===== src/rtl/stepped_pwm_pkg.sv =====
package stepped_pwm_pkg;

  // Strobes from the per-channel control to the per-channel datapath.
  typedef struct packed {
    logic live;     // channel enabled this cycle
    logic restart;  // first enabled cycle: slot counter to zero
    logic advance;  // step to the next duty slot
  } slotCtl_t;

endpackage


===== src/rtl/stepped_pwm_ctrl.sv =====
module stepped_pwm_ctrl
  import stepped_pwm_pkg::*;
#(
  parameter int COUNT_W    = 6,
  parameter int STEP_W     = 2,
  parameter int STEP_SHIFT = 2
) (
  input  logic               clk,
  input  logic               rstN,
  input  logic               tick,
  input  logic               enable,
  input  logic [STEP_W-1:0]  stepSel,
  input  logic [COUNT_W-1:0] countF,
  output slotCtl_t           ctl
);

  // Largest increment: (2^COUNT_W) << (STEP_SHIFT * max step).
  localparam int MAX_EXP = COUNT_W + STEP_SHIFT * ((1 << STEP_W) - 1);
  localparam int ACC_W   = MAX_EXP + 1;
  localparam logic [ACC_W-1:0] FULL = ACC_W'(1) << MAX_EXP;

  logic             enPrev;
  logic [ACC_W-1:0] acc;
  logic [ACC_W-1:0] incr;
  logic [ACC_W-1:0] sum;
  logic             wrap;

  always_comb begin
    incr = (ACC_W'(countF) + ACC_W'(1)) << (STEP_SHIFT * int'(stepSel));
    sum  = acc + incr;
    wrap = (sum >= FULL);
  end

  always_ff @(posedge clk) begin
    if (!rstN) begin
      enPrev <= 1'b0;
      acc    <= '0;
    end else begin
      enPrev <= enable;
      if (!enable || !enPrev) begin
        acc <= '0;
      end else if (tick) begin
        acc <= wrap ? (sum - FULL) : sum;
      end
    end
  end

  always_comb begin
    ctl.live    = enable;
    ctl.restart = enable && !enPrev;
    ctl.advance = enable && enPrev && tick && wrap;
  end

  AST_ACC_BELOW_FULL: assert property (@(posedge clk) disable iff (!rstN)
    acc < FULL);

  AST_ACC_HOLD_NO_TICK: assert property (@(posedge clk) disable iff (!rstN)
    (enable && enPrev && !tick) |=> $stable(acc));

  AST_ACC_CLEAR_OFF: assert property (@(posedge clk) disable iff (!rstN)
    !enable |=> (acc == '0));

endmodule


===== src/rtl/stepped_pwm_dp.sv =====
module stepped_pwm_dp
  import stepped_pwm_pkg::*;
#(
  parameter int DUTY_W = 8
) (
  input  logic              clk,
  input  logic              rstN,
  input  slotCtl_t          ctl,
  input  logic [DUTY_W-1:0] duty,
  input  logic              polInv,
  output logic              pwmOut,
  output logic              periodStart
);

  localparam logic [DUTY_W-1:0] SLOT_LAST = {DUTY_W{1'b1}};

  logic [DUTY_W-1:0] slotCnt;
  logic [DUTY_W-1:0] slotNext;
  logic              activeNext;
  logic              startNext;

  always_comb begin
    if (!ctl.live || ctl.restart) begin
      slotNext = '0;
    end else if (ctl.advance) begin
      slotNext = slotCnt + DUTY_W'(1);
    end else begin
      slotNext = slotCnt;
    end
    activeNext = (slotNext <= duty);
    startNext  = ctl.live && (ctl.restart || (ctl.advance && slotCnt == SLOT_LAST));
  end

  always_ff @(posedge clk) begin
    if (!rstN) begin
      slotCnt     <= '0;
      pwmOut      <= 1'b0;
      periodStart <= 1'b0;
    end else begin
      slotCnt     <= slotNext;
      pwmOut      <= ctl.live && (activeNext ^ polInv);
      periodStart <= startNext;
    end
  end

  AST_START_SINGLE: assert property (@(posedge clk) disable iff (!rstN)
    periodStart |=> !periodStart);

  AST_START_SLOT_ZERO: assert property (@(posedge clk) disable iff (!rstN)
    periodStart |-> (slotCnt == '0));

  AST_IDLE_LOW: assert property (@(posedge clk) disable iff (!rstN)
    !ctl.live |=> (!pwmOut && !periodStart));

  AST_FULL_DUTY: assert property (@(posedge clk) disable iff (!rstN)
    (ctl.live && duty == SLOT_LAST && !polInv) |=> pwmOut);

  AST_SLOT_ONE_STEP: assert property (@(posedge clk) disable iff (!rstN)
    (ctl.live && !ctl.restart) |=>
      (slotCnt == $past(slotCnt) || slotCnt == $past(slotCnt) + DUTY_W'(1)));

endmodule


===== src/rtl/stepped_pwm.sv =====
module stepped_pwm
  import stepped_pwm_pkg::*;
#(
  parameter int NUM_CH     = 4,
  parameter int COUNT_W    = 6,
  parameter int STEP_W     = 2,
  parameter int STEP_SHIFT = 2,
  parameter int DUTY_W     = 8,
  localparam int FREQ_W    = STEP_W + COUNT_W
) (
  input  logic                          clk,
  input  logic                          rstN,
  input  logic                          tick,
  input  logic [NUM_CH-1:0][FREQ_W-1:0] freqCode,
  input  logic [NUM_CH-1:0][DUTY_W-1:0] dutyCode,
  input  logic [NUM_CH-1:0]             polInv,
  input  logic [NUM_CH-1:0]             enable,
  output logic [NUM_CH-1:0]             pwmOut,
  output logic [NUM_CH-1:0]             periodStart
);

  for (genvar ch = 0; ch < NUM_CH; ch++) begin : gChan
    slotCtl_t ctl;

    stepped_pwm_ctrl #(
      .COUNT_W   (COUNT_W),
      .STEP_W    (STEP_W),
      .STEP_SHIFT(STEP_SHIFT)
    ) uCtrl (
      .clk    (clk),
      .rstN   (rstN),
      .tick   (tick),
      .enable (enable[ch]),
      .stepSel(freqCode[ch][COUNT_W +: STEP_W]),
      .countF (freqCode[ch][COUNT_W-1:0]),
      .ctl    (ctl)
    );

    stepped_pwm_dp #(
      .DUTY_W(DUTY_W)
    ) uDp (
      .clk        (clk),
      .rstN       (rstN),
      .ctl        (ctl),
      .duty       (dutyCode[ch]),
      .polInv     (polInv[ch]),
      .pwmOut     (pwmOut[ch]),
      .periodStart(periodStart[ch])
    );
  end

endmodule


===== config.mk =====
export PLATFORM = sky130hd
export DESIGN_NAME = stepped_pwm
export DESIGN_NICKNAME = d
export VERILOG_FILES = /design/src/rtl/stepped_pwm_pkg.sv /design/src/rtl/stepped_pwm_ctrl.sv /design/src/rtl/stepped_pwm_dp.sv /design/src/rtl/stepped_pwm.sv
export SDC_FILE = /design/constraint.sdc
export NUM_CORES = 1
export LEC_CHECK = 0
export CAP_MARGIN = 10
export CELL_PAD_IN_SITES_DETAIL_PLACEMENT = 1
export CELL_PAD_IN_SITES_GLOBAL_PLACEMENT = 2
export CORE_MARGIN = 2
export CORE_UTILIZATION = 37
export DETAILED_ROUTE_END_ITERATION = 6
export GPL_TIMING_DRIVEN = 0
export HOLD_SLACK_MARGIN = 0.08
export PLACE_DENSITY = 0.91
export SLEW_MARGIN = 20
export SYNTH_ARGS = -nofsm -noshare
export SYNTH_HDL_FRONTEND = slang
export SYNTH_HIERARCHICAL = 1
export SYNTH_SLANG_ARGS = --single-unit
export TNS_END_PERCENT = 50

===== constraint.sdc =====
create_clock -name clk -period 12.7 [get_ports clk]
set_clock_uncertainty 0.2 [all_clocks]
set_input_delay 1.905 -clock clk [delete_from_list [all_inputs] [get_ports clk]]
set_output_delay 1.905 -clock clk [all_outputs]
set_load 0.01 [all_outputs]

* Word-level counts from Yosys, hierarchy flattened
Cells that the tools add are included.
** Cells by class
- Add/subtract/negate cells :: 16
- $mul :: 0
- Divide/modulo/power cells :: 0
- Order comparisons :: 8
- Eq/ne operators :: 4
- Shift-type cells :: 4
- Multiplexer cells :: 12
- Bitwise gates (word level) :: 5
- Reductions and logical operators :: 52
** Operators with widths (count)
- $mux W8 :: 8
- $add A13 B13 Y13 :: 4
- $ge A13 B13 Y1 const B :: 4
- $mux W13 :: 4
- $shl A13 B3 Y13 :: 4
- $sub A13 B13 Y13 const B :: 4
- $add A8 B1 Y8 const B :: 4
- $eq A8 B8 Y1 const B :: 4
- $le A8 B8 Y1 :: 4
- $add A6 B1 Y7 const B :: 4
- $logic_and A1 B1 Y1 :: 28
- $logic_or A1 B1 Y1 :: 12
- $logic_not A1 Y1 :: 8
- $reduce_or A2 Y1 :: 4
- $xor A1 B1 Y1 :: 4
- $not A1 Y1 :: 1
** Storage, ports and cells
- Register bits after elaboration :: 96
- Latch bits :: 0
- RAM bits :: 0
- Bits in read-only memories :: 0
- Output and inout port bits :: 8
- Memories :: 0

* Depth between registers and ports, before layout
- Word-level depth :: 10
- Depth in mapped cells :: 26
- Mapped depth without buffers :: 24

* By module
Netlist, hierarchy kept.
** By module, submodules not included
- stepped_pwm_ctrl at gChan[1].uCtrl ... :: times used 2, cells each 186, area each 1402.6 µm², sequential area each 260.2 µm²
- stepped_pwm_dp :: times used 4, cells each 82, area each 644.4 µm², sequential area each 200.2 µm²
- stepped_pwm_ctrl at gChan[2].uCtrl :: times used 1, cells each 179, area each 1386.3 µm², sequential area each 260.2 µm²
- stepped_pwm_ctrl at gChan[0].uCtrl :: times used 1, cells each 175, area each 1307.5 µm², sequential area each 260.2 µm²

* Worst setup path before layout
No wires, ideal clock.
- Path type :: input port to flip-flop
- Start :: in freqCode[6] (netlist name)
- End :: reg gChan[0].uDp.pwmOut
- Library setup time :: 70 ps
- Arrival time :: 5936 ps
- Data required time :: 12430 ps
- Slack :: 6494 ps
- Cell stages on the path :: 23
- Path buffers :: 3
- Cells stage by stage :: clkbuf_1 -> clkbuf_1 -> nor3_1 -> ha_1 -> fa_1 -> a21o_1 -> a21oi_1 -> nor3_1 -> a2111oi_2 -> o211ai_1 -> a21oi_1 -> buf_2 -> nand4_1 -> nor2_1 -> nand2_1 -> xor2_1 -> nor2_1 -> ha_1 -> a21oi_1 -> o21ai_0 -> o21a_1 -> or3_1 -> a21oi_1
** RTL lines
- from (decl) :: RTL line stepped_pwm.sv:14 : input logic [NUM_CH-1:0][FREQ_W-1:0] freqCode,
- to (signal assigned) :: RTL line stepped_pwm_dp.sv:41 : pwmOut <= ctl.live && (activeNext ^ polInv);
- to (decl) :: RTL line stepped_pwm_dp.sv:11 : output logic pwmOut,

==> impl_metrics.yaml <==
cells_and_area:
  nFillCells: 2703
  num_antenna_cells: 0
  utilization_pct: 43.87
  layout-drive-gt1-share_pct: 5.434
  areaGrowthSynthToFinish_pct: 17.44
  final_cells: 1421
  nets: 1303
die:
  coreArea_um2: 21620
  io_pins: 83
  fp.dieW_um: 151.7
  die_h_um: 151.7
  die_area_um2: 23030
  start_util_pct: 37.36
  rows: 54
timing:
  slew_violations: 0
  fin_crit_sh_pct: 56.03
  setup_viol: 0
  hold_viol: 0
  tns_ns: 0
  tightestPinTransition_ns: 0.7204
  min_period_ns: 7.115
  max-slew-margin-rel_pct: 51.82
  rsz0062_at_grt: "false"
  fmax_ghz: 0.1405
synth:
  synth-warning-count: 6
  yosysMostFrequentCell: "nor2_1"
  synthArstFlopShare_pct: 0
  synth.cell_area_um2: 8076
  yosys_register_bits: 92
  synth_xor_xnor_area_share_pct: 6.398
  syn_nets: 1221
  synthAdderAreaFrac_pct: 14.62
  synth_common_cells: "114 x nor2_1, 92 x dfxtp_1, 88 x ha_1"
  synthTopCellsByArea: "dfxtp_1 23%, ha_1 14%, nor2_1 5.3%"
  synth_top_area_share_pct: 22.80
  synth_top_family_by_area: "simple AND/OR/NAND/NOR gates"
  yosys.area_share.simple_pct: 26.63
  synth_edf_count: 0
  yosysSeqAreaShare_pct: 22.80
  synth.distinct_cells: 63
  synth_compound_area_share_pct: 19.41
  post_synth.cell_area_avg_um2: 7.663
  muxShareOfSynthArea_pct: 4.973
  ys.flop_type: "dfxtp_1"
  synthCells: 1054
  yosysTopAreaCell: "dfxtp_1"
drt:
  wl_um: 21110
  via_per_inst: 5.410
  drt_pass1_iterations: 4
  drc: 0
  ant_nets: 0
  drt-wirelength-per-cell_um: 14.85
  first_iter_violations: 225
  vias: 7687
power:
  powerDensity_nw_per_um2: 80.54
  p_comb_share_pct: 19.5
  p_clk_share_pct: 42.1
  switching_share_pct: 27.98
  power_leakage_nw: 3.899
  peakVddDrop_mv: 0.06018
  intPower_mw: 0.5502
  pwr-share-seq_pct: 38.4
  finalPower_mw: 0.7639
  switchingPower_mw: 0.2138
setup_path:
  end_kind: "flop"
  cp_slowest_stage_delay_ns: 0.47
  r2r-end: "gChan[0].uDp/pwmOut$_SDFF_PN0_"
  ff2ff_path_depth: 20
  critPathRequiredTime_ns: 12.78
  slowest_stage: "clkdlybuf4s50_1"
  critPathArrivalTime_ns: 7.20
  critical-path-top-delay-family: "compound AO/OA/AOI/OAI gates"
  cpMostUsedCell: "a21oi_1"
  crit_type: "input pin to flop"
  cp-start-kind: "input pin"
  r2r_slack_ns: 8.21
  r2r-start: "gChan[0].uCtrl/acc[0]$_SDFFE_PP0P_"
  crit_fanout: 10
  crit_buf_inv: 4
  crit_path_start: "freqCode[6]"
grt:
  grt_pass1_wl_um: 35600
  grt_pass1_vias: 7697
  overflow: 0
  grt.total_usage_pct: 18.75
  grt_max_degree: 19
  antenna_found_initial: 0
cts:
  clock-sinks: 92
  numCtsBuffers: 9
  cts_buffer_depth: 2
  holdBufCountCts: 0
  clkTransAtPathRegs_ns: 0.07
  htree_levels: 3
  root_buffer: "clkbuf_16"
  cts_setup_buffers: 0
  insertion_delay_ns: 0.35
  cts_tree: "done"
  ctsResizeCount: 0
place:
  portBuffers: 71
  hpwl_um: 16850
  place.gp.congestion: 0.8230
  post-place-cells: 1405
outcome:
  status: "finished, final reports clean"
min_path:
  min_from: "gChan[1].uCtrl/acc[9]$_SDFFE_PP0P_"
  worstHoldEndpoint: "gChan[1].uCtrl/acc[9]$_SDFFE_PP0P_"
  hold_class: "flop to flop"
  min_path_cells: 2
flow_run:
  drv_cap: 0
-- layer usage --
layer  track usage [%]  wire (um)
met5                 0          0
met4             4.630        215
met3             2.784        671
met2             32.64       9851
met1             24.33      10370
-- stage by stage --
step                cell area (um^2)  hold slack, ns  worst slack [ns]
global route                    9485          0.3019             5.062
detailed placement              9138          0.2598             5.195
floorplan                       8077          0.2315             6.494
CTS                             9485          0.2754             5.547
global placement                9138          0.2461             5.303
finish                          9485          0.2670             5.585
-- worst reg2reg max path, cell delays in order, from the launching register on --
cell and delay [ns]:
dfxtp_1 0.31, ha_1 0.22, fa_1 0.41, a21o_1 0.19, a21oi_1 0.22, nor3_1 0.10, a2111oi_2 0.42, o211ai_1 0.16
a21oi_1 0.13, buf_2 0.20, nand4_1 0.21, nor2_1 0.17, nand2_1 0.08, xor2_1 0.18, nor2_1 0.07, ha_1 0.32
a21oi_1 0.15, o21ai_0 0.09, o21a_1 0.12, or3_1 0.34, a21oi_1 0.13
-- flip-flops by register name, summed over array words and instances (netlist names) --
register,cells
gChan.uDp/periodStart,4
gChan.uCtrl/enPrev,4
gChan.uDp/pwmOut,4
gChan.uCtrl/acc,48
gChan.uDp/slotCnt,32
-- logic make-up (layout without fill, tap and decap cells) --
family,Yosys count,in the layout
AOI/OAI and AO/OA,238,238
xor gates and xnor gates,59,59
adders and majority gates,92,92
buffers and inverters,102,189
DFF,92,92
muxes,39,39
and+or+nand+nor,432,432
-- area by class of cell --
type                            count  area [um^2]  area share (%)
Multi-Input combinational cell    860         5818           61.34
Timing Repair Buffer               71        710.7           7.492
Buffer                             53        232.7           2.453
Sequential cell                    92         1842           19.42
Inverter                           49        183.9           1.939
Clock buffer                        9        225.2           2.374
Tap cell                          280        350.3           3.693
Clock inverter                      7        122.6           1.293
-- worst max path at each step --
stage | end | slack (ns) | cells after the start
6_report | gChan[0].uDp/pwmOut$_SDFF_PN0_ | 5.58 | 25
2_1_floorplan | gChan[0].uDp/pwmOut$_SDFF_PN0_ | 6.49 | 23
3_5_place_dp | gChan[0].uDp/pwmOut$_SDFF_PN0_ | 5.20 | 25
4_1_cts | gChan[0].uDp/pwmOut$_SDFF_PN0_ | 5.55 | 25
5_1_grt | gChan[0].uDp/pwmOut$_SDFF_PN0_ | 5.06 | 26
3_3_place_gp | gChan[0].uDp/pwmOut$_SDFF_PN0_ | 5.30 | 25
-- power groups by stage --
stage          logic, mW  registers (mW)  clock network (mW)
2_1_floorplan     0.0969           0.300                   0
3_3_place_gp       0.146           0.300                   0
3_5_place_dp       0.149           0.300                   0
4_1_cts            0.150           0.293               0.334
5_1_grt            0.168           0.293               0.343
6_report           0.149           0.293               0.322
-- placed cells by master (no fill, tap or decap), drive strengths merged, types with 10 or more instances in the layout --
| cell type | count |
|---|---|
| o21ai | 34 |
| xor2 | 28 |
| nand3 | 51 |
| clkbuf | 37 |
| nand4 | 29 |
| nor2b | 13 |
| a211oi | 17 |
| nor2 | 114 |
| o22ai | 14 |
| nand2b | 26 |
| buf | 25 |
| inv | 50 |
| or3 | 12 |
| a21oi | 84 |
| dfxtp | 92 |
| o21a | 10 |
| mux2i | 30 |
| and3 | 19 |
| nand2 | 86 |
| nor3 | 47 |
| a21o | 17 |
| o211ai | 11 |
| xnor2 | 31 |
| clkdlybuf4s50 | 71 |
| ha | 88 |
(Power assumes the default switching activity.)
